## config.mk

```make
export PLATFORM = sky130hd
export DESIGN_NAME = mindelta_filter
export DESIGN_NICKNAME = d
export VERILOG_FILES = /design/src/rtl/mindelta_pkg.sv /design/src/rtl/mindelta_lane.sv /design/src/rtl/mindelta_ctl.sv /design/src/rtl/mindelta_filter.sv
export SDC_FILE = /design/constraint.sdc
export NUM_CORES = 1
export LEC_CHECK = 0
export BUFFER_PORTS_ARGS = -buffer_cell sky130_fd_sc_hd__buf_2
export CAP_MARGIN = 20
export CELL_PAD_IN_SITES_DETAIL_PLACEMENT = 0
export CELL_PAD_IN_SITES_GLOBAL_PLACEMENT = 2
export CORE_UTILIZATION = 40
export CTS_CLUSTER_DIAMETER = 120
export DETAILED_ROUTE_END_ITERATION = 16
export PLACE_DENSITY_LB_ADDON = 0.1
export SLEW_MARGIN = 20
export SYNTH_ARGS = -nofsm -noshare
export SYNTH_HDL_FRONTEND = slang
export SYNTH_HIERARCHICAL = 1
export SYNTH_SLANG_ARGS = --single-unit
```

## constraint.sdc

```tcl
create_clock -name clk -period 7.3 [get_ports clk]
set_input_delay 0.365 -clock clk [delete_from_list [all_inputs] [get_ports clk]]
set_output_delay 0.365 -clock clk [all_outputs]
set_load 0.02 [all_outputs]
```

## src/rtl/mindelta_pkg.sv

```systemverilog
package mindelta_pkg;
  localparam int unsigned CHANNELS = 2;
  typedef enum logic [0:0] {CH_X = 1'b0, CH_Y = 1'b1} chan_e;
endpackage

```

## src/rtl/mindelta_lane.sv

```systemverilog
module mindelta_lane #(
  parameter int unsigned COORD_W = 12
) (
  input  logic               clk,
  input  logic               rst,
  input  logic               clear,
  input  logic               step,
  input  logic [COORD_W-1:0] sample,
  output logic [COORD_W-1:0] chosen
);
  // One extra bit so that the all-ones seed sits above every real sample.
  localparam int unsigned EXT_W = COORD_W + 1;

  logic [EXT_W-1:0] prev_q;
  logic [EXT_W-1:0] min_q;
  logic [EXT_W-1:0] cur_ext;
  logic [EXT_W-1:0] delta;

  assign cur_ext = {1'b0, sample};

  always_comb begin
    if (cur_ext >= prev_q) delta = cur_ext - prev_q;
    else                   delta = prev_q - cur_ext;
  end

  always_ff @(posedge clk) begin
    if (rst || clear) begin
      prev_q <= '1;
      min_q  <= '1;
      chosen <= '0;
    end else if (step) begin
      prev_q <= cur_ext;
      if (delta < min_q) begin
        min_q  <= delta;
        chosen <= sample;
      end
    end
  end
endmodule

```

## src/rtl/mindelta_ctl.sv

```systemverilog
module mindelta_ctl #(
  parameter int unsigned CNT_W = 8
) (
  input  logic             clk,
  input  logic             rst,
  input  logic             start,
  input  logic [CNT_W-1:0] burst_len,
  input  logic             in_valid,
  output logic             active,
  output logic             step,
  output logic             last_beat
);
  logic [CNT_W-1:0] len_q;
  logic [CNT_W-1:0] idx_q;
  logic             take;
  logic [CNT_W:0]   idx_next;

  assign take      = active && in_valid && !start;
  assign idx_next  = {1'b0, idx_q} + 1'b1;
  assign last_beat = take && (idx_next >= {1'b0, len_q});
  assign step      = take && !last_beat;

  always_ff @(posedge clk) begin
    if (rst) begin
      active <= 1'b0;
      len_q  <= '0;
      idx_q  <= '0;
    end else if (start) begin
      active <= 1'b1;
      len_q  <= burst_len;
      idx_q  <= '0;
    end else if (take) begin
      if (last_beat) active <= 1'b0;
      else           idx_q  <= idx_next[CNT_W-1:0];
    end
  end
endmodule

```

## src/rtl/mindelta_filter.sv

```systemverilog
module mindelta_filter #(
  parameter int unsigned WORD_W  = 16,
  parameter int unsigned COORD_W = 12,
  parameter int unsigned CNT_W   = 8
) (
  input  logic               clk,
  input  logic               rst,
  input  logic               start,
  input  logic [CNT_W-1:0]   burst_len,
  input  logic               in_valid,
  input  logic [WORD_W-1:0]  in_x,
  input  logic [WORD_W-1:0]  in_y,
  output logic               done,
  output logic [COORD_W-1:0] out_x,
  output logic [COORD_W-1:0] out_y
);
  import mindelta_pkg::*;

  logic burst_on;
  logic step;
  logic last_beat;
  logic [COORD_W-1:0] lane_in  [CHANNELS];
  logic [COORD_W-1:0] lane_sel [CHANNELS];

  assign lane_in[CH_X] = in_x[COORD_W-1:0];
  assign lane_in[CH_Y] = in_y[COORD_W-1:0];

  mindelta_ctl #(.CNT_W(CNT_W)) u_ctl (
    .clk       (clk),
    .rst       (rst),
    .start     (start),
    .burst_len (burst_len),
    .in_valid  (in_valid),
    .active    (burst_on),
    .step      (step),
    .last_beat (last_beat)
  );

  for (genvar g = 0; g < CHANNELS; g++) begin : g_lane
    mindelta_lane #(.COORD_W(COORD_W)) u_lane (
      .clk    (clk),
      .rst    (rst),
      .clear  (start),
      .step   (step),
      .sample (lane_in[g]),
      .chosen (lane_sel[g])
    );
  end

  always_ff @(posedge clk) begin
    if (rst) begin
      done  <= 1'b0;
      out_x <= '0;
      out_y <= '0;
    end else begin
      done <= last_beat;
      if (last_beat) begin
        out_x <= lane_sel[CH_X];
        out_y <= lane_sel[CH_Y];
      end
    end
  end
endmodule

```

# == Yosys cells after proc, flatten, opt, wreduce, memory -nomap -nowiden ==
# Index checks and enable logic that the tools add are counted.
# word_totals
reg_bits,118
input_bits,44
output_inout_bits,25
word_cells,42
# op_classes
add_sub_neg,5
n_lt_le_gt_ge,5
muxes,5
bitwise_logic,1
n_reduce_logical,14
# ops
op,count
$ge 12x13->1,2
$lt 13x13->1,2
$mux 13,2
$sub 12x13->13,2
$sub 13x12->13,2
$add 8x1->9 const B,1
$ge 9x8->1,1
$reduce_and 2->1,4
$logic_and 1x1->1,4
$reduce_bool 2->1,2
$mux 1,3
$logic_not 1->1,2
$reduce_or 2->1,1
$logic_or 1x1->1,1
$not 1->1,1

# == Logic depth before layout (Yosys ltp) ==
# Gate-level depths: netlist of the first run.
# logic_depth
depth_word,6
ltp_mapped,20
ltp_nobuf,19

# == By module ==
# The synthesis of the first run kept the hierarchy.
# modules_own_cells
mod,instances,cells_per_inst,area_each_um2,seq_area_each_um2
mindelta_lane at g_lane[0].u_lane,1,375,3027.9,760.7
mindelta_lane at g_lane[1].u_lane,1,365,2909.0,760.7
mindelta_ctl,1,114,992.2,340.3
mindelta_filter,1,80,902.1,500.5

# == Worst setup path after synthesis of the first run ==
# OpenSTA, ideal clock, no wires.
# synth_path
path_type,input to register
from,input in_y[4]
to,register g_lane[1].u_lane.min_q[5]
setup_time_ps,144
t_arrival_ps,3664
t_required_ps,7156
path_slack_ps,3492
cell_stages,20
path_buffers,3
path_cell_list,inv_1 ha_1 buf_2 nand4_1 nor4_1 a211oi_2 nand2_2 buf_6 mux2i_1 xor2_1 inv_1 ha_1 a21o_1 a31oi_1 o21ai_0 a221oi_2 nand2_1 clkbuf_1 nor3_1 a221oi_1
# synth_via
elab_chain_len,4
word_cells_on_any_way,6
cone_classes,add/sub (2); order compare (2); mux (1); reduce/logical (1)
# synth_rtl
element,line,source
from (decl),mindelta_filter.sv:12,"input logic [WORD_W-1:0] in_y,"
$ge 12x13->1,mindelta_lane.sv:22,if (cur_ext >= prev_q) delta = cur_ext - prev_q;
$mux 13,mindelta_lane.sv:22,
via g_lane[1].u_lane.delta[2],mindelta_lane.sv:17,logic [EXT_W-1:0] delta;
$lt 13x13->1,mindelta_lane.sv:33,if (delta < min_q) begin
$reduce_and 2->1 (no source line),--,
to (signal assigned),mindelta_lane.sv:34,min_q <= delta;
to (decl),mindelta_lane.sv:15,logic [EXT_W-1:0] min_q;
# The timed path passes the listed nets, and every way through them passes these cells.
# A chain may end at the register's enable or synchronous reset.

# == Final worst setup path of the first run ==
# layout_path
from,register g_lane[1].u_lane.prev_q[6]
to,register g_lane[1].u_lane.min_q[10]
# layout_via
elab_chain_len,4
word_cells_on_any_way,6
cone_classes,add/sub (2); order compare (2); mux (1); reduce/logical (1)
# layout_rtl
element,line,source
from (decl),mindelta_lane.sv:14,logic [EXT_W-1:0] prev_q;
from (signal assigned),mindelta_lane.sv:32,prev_q <= cur_ext;
$ge 12x13->1,mindelta_lane.sv:22,
$mux 13,mindelta_lane.sv:22,
via g_lane[1].u_lane.delta[2],mindelta_lane.sv:17,
$lt 13x13->1,mindelta_lane.sv:33,
$reduce_and 2->1 (no source line),--,
# The timed path passes the listed nets, and every way through them passes these cells.

==> results of run 1 <==
-- stage by stage --
| stage | utilization, % | cells | setup slack, ps |
|---|---|---|---|
| 6_report | 46.1 | 1234 | 2290 |
| 3_3_place_gp | 43.1 | 1202 | 2130 |
| 3_5_place_dp | 43.1 | 1202 | 2050 |
| 5_1_grt | 46.1 | 1234 | 1840 |
| 2_1_floorplan | - | 934 | 3490 |
| 4_1_cts | 46.1 | 1234 | 2280 |
-- power by group --
part | internal, mW | switching [mW] | leakage [nW]
registers | 0.656 | 0.00615 | 0.956
clock network | 0.488 | 0.348 | 0.282
logic | 0.0887 | 0.157 | 2.80
total | 1.23 | 0.512 | 4.03
-- critical path, cell delays in order (launching register included) --
cell      delay [ps]
dfxtp_1          320
ha_1             490
nand4_1          200
nor4_1           360
a211oi_2         100
nand2_2          350
mux2i_1          270
xor2_1           240
inv_1             70
ha_1             290
a21o_1           160
a31oi_1          130
o21ai_0          150
a221oi_2         280
buf_4            240
nand2_1          630
nor3_1           390
a221oi_1         130
-- how the worst max path moves through the flow --
stage	start	end	slack, ps
6_report	g_lane[1].u_lane/prev_q[6]$_SDFFE_PP1P_	g_lane[1].u_lane/min_q[10]$_SDFFE_PP1P_	2290
5_1_grt	g_lane[1].u_lane/prev_q[6]$_SDFFE_PP1P_	g_lane[1].u_lane/min_q[10]$_SDFFE_PP1P_	1840
3_5_place_dp	in_y[9]	g_lane[1].u_lane/min_q[10]$_SDFFE_PP1P_	2050
2_1_floorplan	in_y[4]	g_lane[1].u_lane/min_q[5]$_SDFFE_PP1P_	3490
4_1_cts	g_lane[1].u_lane/prev_q[6]$_SDFFE_PP1P_	g_lane[1].u_lane/min_q[10]$_SDFFE_PP1P_	2280
3_3_place_gp	in_y[9]	g_lane[1].u_lane/min_q[10]$_SDFFE_PP1P_	2130
-- cell usage after synthesis (all sizes together) (4+ instances only) --
cell	number	area share, %
ha	81	13
nor2	67	3.2
nand3	27	1.8
mux2i	45	5.8
nor4	4	0.51
a31oi	6	0.48
a21o	19	1.8
or4	5	0.48
o31ai	6	0.58
o21ai	36	2.4
a2bb2oi	7	0.86
nor3	14	0.89
a211oi	8	0.89
clkbuf	25	1.2
nand4	11	1.3
o211ai	34	3.3
nand2	97	4.7
xor2	11	1.3
nand2b	12	0.96
a21oi	82	5.4
or2	5	0.40
a211o	5	0.56
nor2b	4	0.32
buf	32	3.5
o21bai	6	0.58
dfxtp	118	30
a221oi	5	0.64
xnor2	17	1.9
o21a	5	0.48
inv	95	4.6
fa	4	1.0
-- state kept, by name, summed over array words and instances (netlist names) --
register / count
done: 1
g_lane.u_lane/chosen: 24
g_lane.u_lane/min_q: 26
g_lane.u_lane/prev_q: 26
out_x: 12
out_y: 12
u_ctl/active: 1
u_ctl/idx_q: 8
u_ctl/len_q: 8
-- layout make-up --
class	count	area, um^2	share of cell area, %
clock buffer	18	439	5.02
tap	260	325	3.72
multi-input combinational	664	4780	54.7
clock inverter	14	143	1.63
timing repair buffer	65	338	3.86
inverter	95	357	4.08
sequential	118	2360	27.0
-- kinds of logic after synthesis --
| family | after synthesis | synth area share, % |
|---|---|---|
| xor gates and xnor gates | 28 | 3.23 |
| muxes | 47 | 6.09 |
| buffers and inverters | 152 | 9.22 |
| and+or+nand+nor | 259 | 15.8 |
| DFF | 118 | 30.2 |
| adders and majority gates | 85 | 14.0 |
| AOI/OAI and AO/OA | 245 | 21.6 |
-- metal layers --
| metal | track usage (%) | routed length, um |
|---|---|---|
| met5 | 0 | 0 |
| met4 | 5.38 | 159 |
| met3 | 4.89 | 793 |
| met2 | 31.1 | 8380 |
| met1 | 29.6 | 10600 |
==> results.tsv, run 1 <==
stage	metric	value	unit
finish	final-layout fill cell count	1907	
hold_path	Hold Path Depth	3	
pwr	Worst IR Drop VDD	0.155	mV
place	routability cong.	0.848	
critical_path	required time worst endpoint	7530	ps
drt	Routed Antenna Nets	0	
finish	layout cell share with drive strength beyond 1	13.6	%
pwr	leakage	4.03	nW
finish	Final nets	1090	
sta	fin. max-slew vios	0	
die	# rows	50	
grt	Total Routing Usage GR	20.7	%
critical_path	CP endpoint kind	flop	
finish	Syn-to-layout area delta	11.6	%
sta	Tcrit/Tclk final	68.7	%
die	chip width	142	um
die	die area	20100	um^2
synthesis	Netlist cell types	77	
die	core area	19000	um^2
hold_path	HP Start	burst_len[0]	
place	post-DP HPWL	14.7	mm
place	post-place instance area	8160	um^2
die	die height	142	um
synthesis	synthesized instance count	934	
finish	Diodes inserted	0	
hold_path	min-delay worst type	in -> reg	
critical_path	startpoint types	flop	
finish	most common cell after layout, fill and taps aside	dfxtp_1	
clock_tree	CTS max path bufs	2	
die	IO Count	69	
drt	DRC errors left	0	
clock_tree	postcts setup bufs	0	
grt	vias in the first global route	6533	
critical_path	WS Path Type	reg -> reg	
clock_tree	Clock Latency Late Sink	420	ps
sta	fin crit period	5010	ps
die	Starting Density	41.3	%
critical_path	reg2reg start	g_lane[1].u_lane/prev_q[6]$_SDFFE_PP1P_	
synthesis	Synth async-reset ratio	0	%
grt	first-pass GRT wire length	32.8	mm
sta	worst-margin pin slew	1120	ps
synthesis	syn nets	1063	
clock_tree	CTS root buf	clkbuf_16	
drt	Via Count	6568	
pwr	pwr dens	200	nW/um^2
drt	vias per cell	5.32	
critical_path	Crit Path Max Fanout	30	
clock_tree	Reg clk slew, reported paths	60	ps
pwr	total power	1.74	mW
status	status	finished, final reports clean	
drt	WL/cell	16.1	um
place	IO Port Bufs	60	
grt	largest net degree at the start of global routing	43	
sta	skew final	8.99	ps
clock_tree	Clock H-tree levels	4	
synthesis	Post-synth top flop	dfxtp_1	
sta	hold_ws	188	ps
synthesis	Post-synth EDFFs	0	
clock_tree	Num CTS Buffers	17	
drt	Total Routed Length	19.9	mm
sta	Final setup viols	0	
synthesis	syn_area_per_cell	8.38	um^2
grt	gr ovfl total	0	
synthesis	register area share after synthesis	30.2	%
clock_tree	cells resized by post-CTS repair	0	
finish	final instance area	8740	um^2
job	Max-Cap Viols	0	
hold_path	hold-critical path endpoint	u_ctl/len_q[0]$_SDFFE_PP0P_	
grt	initial antenna violation count	0	
critical_path	FF-to-FF End	g_lane[1].u_lane/min_q[10]$_SDFFE_PP1P_	
sta	Setup TNS	0	ps
synthesis	synthesized area	7830	um^2
clock_tree	hold_buf cts	0	
clock_tree	TritonCTS clock tree	yes	
clock_tree	clk sinks	118	
sta	final count of hold timing violations	0	
sta	f_max	199	MHz
finish	commonest cells after routing, fill and taps aside	dfxtp_1, nand2_1, inv_1, ha_1, a21oi_1	
synthesis	Yosys Warn Count	6	
critical_path	WP data arrival	5240	ps
drt	Pre-antenna DRT Iters	4	
drt	initial drt markers	296	
synthesis	Synth Register Bits	118	
sta	Slew Limit Headroom	24.9	%
critical_path	reg2reg path depth	17	
critical_path	reg-to-reg slack, setup	2290	ps
sta	RSZ-0062 raised after global routing	false	
No activity file was read; power rests on OpenSTA's default activity.
==> run 2, diff against run 1 <==
- CORE_UTILIZATION: 40 -> 37
- clock period: 7.3 -> 5 ns (I/O delays scaled with it)
==> run 2 against run 1 <==
Effect of this change: first-iteration DRC count decreased by 4.7%; via count about the same; critical path depth decreased by 3; flip-flop and latch count unchanged; largest power group unchanged; highest routed layer unchanged.
==> results.tsv, run 2 (same netlist as run 1, synthesis figures left out) <==
stage	metric	value	unit	change
die	Starting Density	38.2	%	-3.1 points
sta	Slew Limit Headroom	26.9	%	+2.0 points
drt	DRC errors left	0		unchanged
sta	Final WS setup	307	ps	-1980 ps
clock_tree	Clock Latency Late Sink	420	ps	about the same
drt	Routed Antenna Nets	0		unchanged
critical_path	CP delay by family, top	compound AO/OA/AOI/OAI gates		
critical_path	reg2reg start	g_lane[0].u_lane/prev_q[3]$_SDFFE_PP1P_		
status	status	finished, final reports clean		
pwr	leakage	4.12	nW	+2.0%
sta	final count of hold timing violations	0		unchanged
die	IO Count	69		unchanged
sta	skew final	12.1	ps	+3.15 ps
critical_path	WS Path Type	reg -> reg		
finish	Top Registers	g_lane.u_lane/min_q x26, g_lane.u_lane/prev_q x26, g_lane.u_lane/chosen x24		
place	Placement Setup Slack	252	ps	-1800 ps
place	routability cong.	0.850		+0.24%
die	chip width	147	um	+3.9%
critical_path	critical path's largest stage delay	1010	ps	+380 ps
grt	first-pass GRT wire length	33.4	mm	+1.7%
sta	Tcrit/Tclk final	93.9	%	+25 points
hold_path	min-delay worst type	in -> reg		
critical_path	Crit Path Max Fanout	15		-50%
finish	most common cell after layout, fill and taps aside	dfxtp_1		
critical_path	CP dominant cell by count	ha_1		
clock_tree	TritonCTS clock tree	yes		
clock_tree	Reg clk slew, reported paths	60	ps	about the same
die	# rows	52		+4.0%
critical_path	Critical Path Start	g_lane[0].u_lane/prev_q[3]$_SDFFE_PP1P_		
finish	Final nets	1098		+0.73%
clock_tree	CTS max path bufs	2		unchanged
die	die area	21800	um^2	+8.0%
grt	Total Routing Usage GR	19.4	%	-1.3 points
pwr	pwr dens	309	nW/um^2	+55%
clock_tree	clk sinks	118		unchanged
drt	WL/cell	16.3	um	+0.72%
critical_path	reg2reg path depth	14		-3
sta	fin crit period	4690	ps	-320 ps
sta	Setup TNS	0	ps	unchanged
finish	Diodes inserted	0		unchanged
critical_path	CP endpoint	g_lane[0].u_lane/min_q[12]$_SDFFE_PP1P_		
finish	Reg area	2360	um^2	unchanged
die	core area	20500	um^2	+8.1%
drt	vias per cell	5.25		-1.4%
grt	largest net degree at the start of global routing	51		+19%
critical_path	Worst path depth	14		-3
clock_tree	postcts setup bufs	0		unchanged
place	IO Port Bufs	60		unchanged
critical_path	reg-to-reg slack, setup	310	ps	-1980 ps
clock_tree	hold_buf cts	0		unchanged
critical_path	CP endpoint kind	flop		
finish	final-layout fill cell count	2111		+11%
finish	layout cell share with drive strength beyond 1	14.2	%	+0.60 points
drt	Via Count	6569		+0.015%
grt	vias in the first global route	6517		-0.24%
critical_path	startpoint types	flop		
critical_path	WP data arrival	5030	ps	-210 ps
grt	initial antenna violation count	0		unchanged
sta	f_max	213	MHz	+6.8%
grt	gr ovfl total	0		unchanged
sta	RSZ-0062 raised after global routing	false		
drt	Pre-antenna DRT Iters	4		unchanged
critical_path	CP Buf/Inv Count	2		unchanged
critical_path	CP cell instances	ha_1, a211oi_1, inv_1, o21ai_2, and3_1, mux2i_1, xnor2_1, ha_1, o21ai_0, and3b_1, o41ai_4, buf_4, nor2_1, a31oi_1		
finish	area of the multi-input gates	4780	um^2	about the same
place	post-DP HPWL	14.9	mm	+1.8%
drt	initial drt markers	282		-4.7%
clock_tree	CTS root buf	clkbuf_16		
critical_path	Max stage delay cell, worst path	o41ai_4		
job	Max-Cap Viols	0		unchanged
hold_path	Hold Path Depth	3		unchanged
critical_path	required time worst endpoint	5340	ps	-2190 ps
sta	fin. max-slew vios	0		unchanged
sta	worst-margin pin slew	1090	ps	-31.2 ps
drt	Total Routed Length	20.4	mm	+2.2%
sta	Final setup viols	0		unchanged
clock_tree	Num CTS Buffers	17		unchanged
clock_tree	Clock H-tree levels	4		unchanged
clock_tree	cells resized by post-CTS repair	0		unchanged
finish	commonest cells after routing, fill and taps aside	dfxtp_1, nand2_1, inv_1, ha_1, a21oi_1		
finish	Syn-to-layout area delta	13.8	%	
critical_path	FF-to-FF End	g_lane[0].u_lane/min_q[12]$_SDFFE_PP1P_		
pwr	Worst IR Drop VDD	0.227	mV	+47%
die	die height	147	um	+3.9%
[run 2: changes by cell type in the layout (fill, tap and decap cells not counted), sizes merged]
cell | previous run | this run
buf | 65 | 73
bufinv | 1 | 6
inv | 102 | 97
clkbuf | 18 | 17
clkinv | 4 | 5
[run 2: per-layer routing]
metal | up-vias | routed length, um | global-route usage (%)
met5 | - | 0 | 0
met4 | 0 | 198 | 4.64
met3 | 11 | 696 | 3.58
met2 | 99 | 8940 | 30.8
met1 | 3123 | 10500 | 27.0
li1 | 3336 | - | -
[run 2: area by class of cell]
cell class                      instances  area share, %
Clock buffer                           17           4.78
Clock inverter                         15           2.82
Inverter                               95           4.00
Multi-Input combinational cell        664           53.6
Sequential cell                       118           26.5
Tap cell                              270           3.79
Timing Repair Buffer                   73           4.47
[run 2: worst min-delay path by stage]
stage	slack, ps	start	to
global route	80	burst_len[6]	u_ctl/len_q[6]$_SDFFE_PP0P_
finish	70	burst_len[6]	u_ctl/len_q[6]$_SDFFE_PP0P_
detailed placement	450	g_lane[0].u_lane/chosen[3]$_SDFFE_PP0P_	g_lane[0].u_lane/chosen[3]$_SDFFE_PP0P_
floorplan	380	in_x[5]	g_lane[0].u_lane/prev_q[5]$_SDFFE_PP1P_
CTS	50	burst_len[1]	u_ctl/len_q[1]$_SDFFE_PP0P_
global placement	440	g_lane[1].u_lane/chosen[8]$_SDFFE_PP0P_	g_lane[1].u_lane/chosen[8]$_SDFFE_PP0P_
[run 2: power by group]
part	switching, mW	internal [mW]
Sequential	0.00865	0.957
Clock	0.483	0.939
Combinational	0.230	0.133
[run 2: per-stage QoR]
stage                     hold WS [ps]  util (%)  instances  instance area [um^2]  total power [mW]
after floorplan                    376         -        934                  7830              1.25
after global placement             441      40.2       1220                  8230              1.34
after detailed placement           446      40.2       1220                  8230              1.35
after CTS                         47.1      43.5       1252                  8910              2.79
after global routing              77.1      43.5       1252                  8910              2.88
final                             67.9      43.5       1252                  8910              2.75
[run 2: worst min-delay path: cells and delay by family]
family | cells | cell delay [ps]
buffers and inverters | 1 | 80
and+or+nand+nor | 1 | 70
muxes | 1 | 50
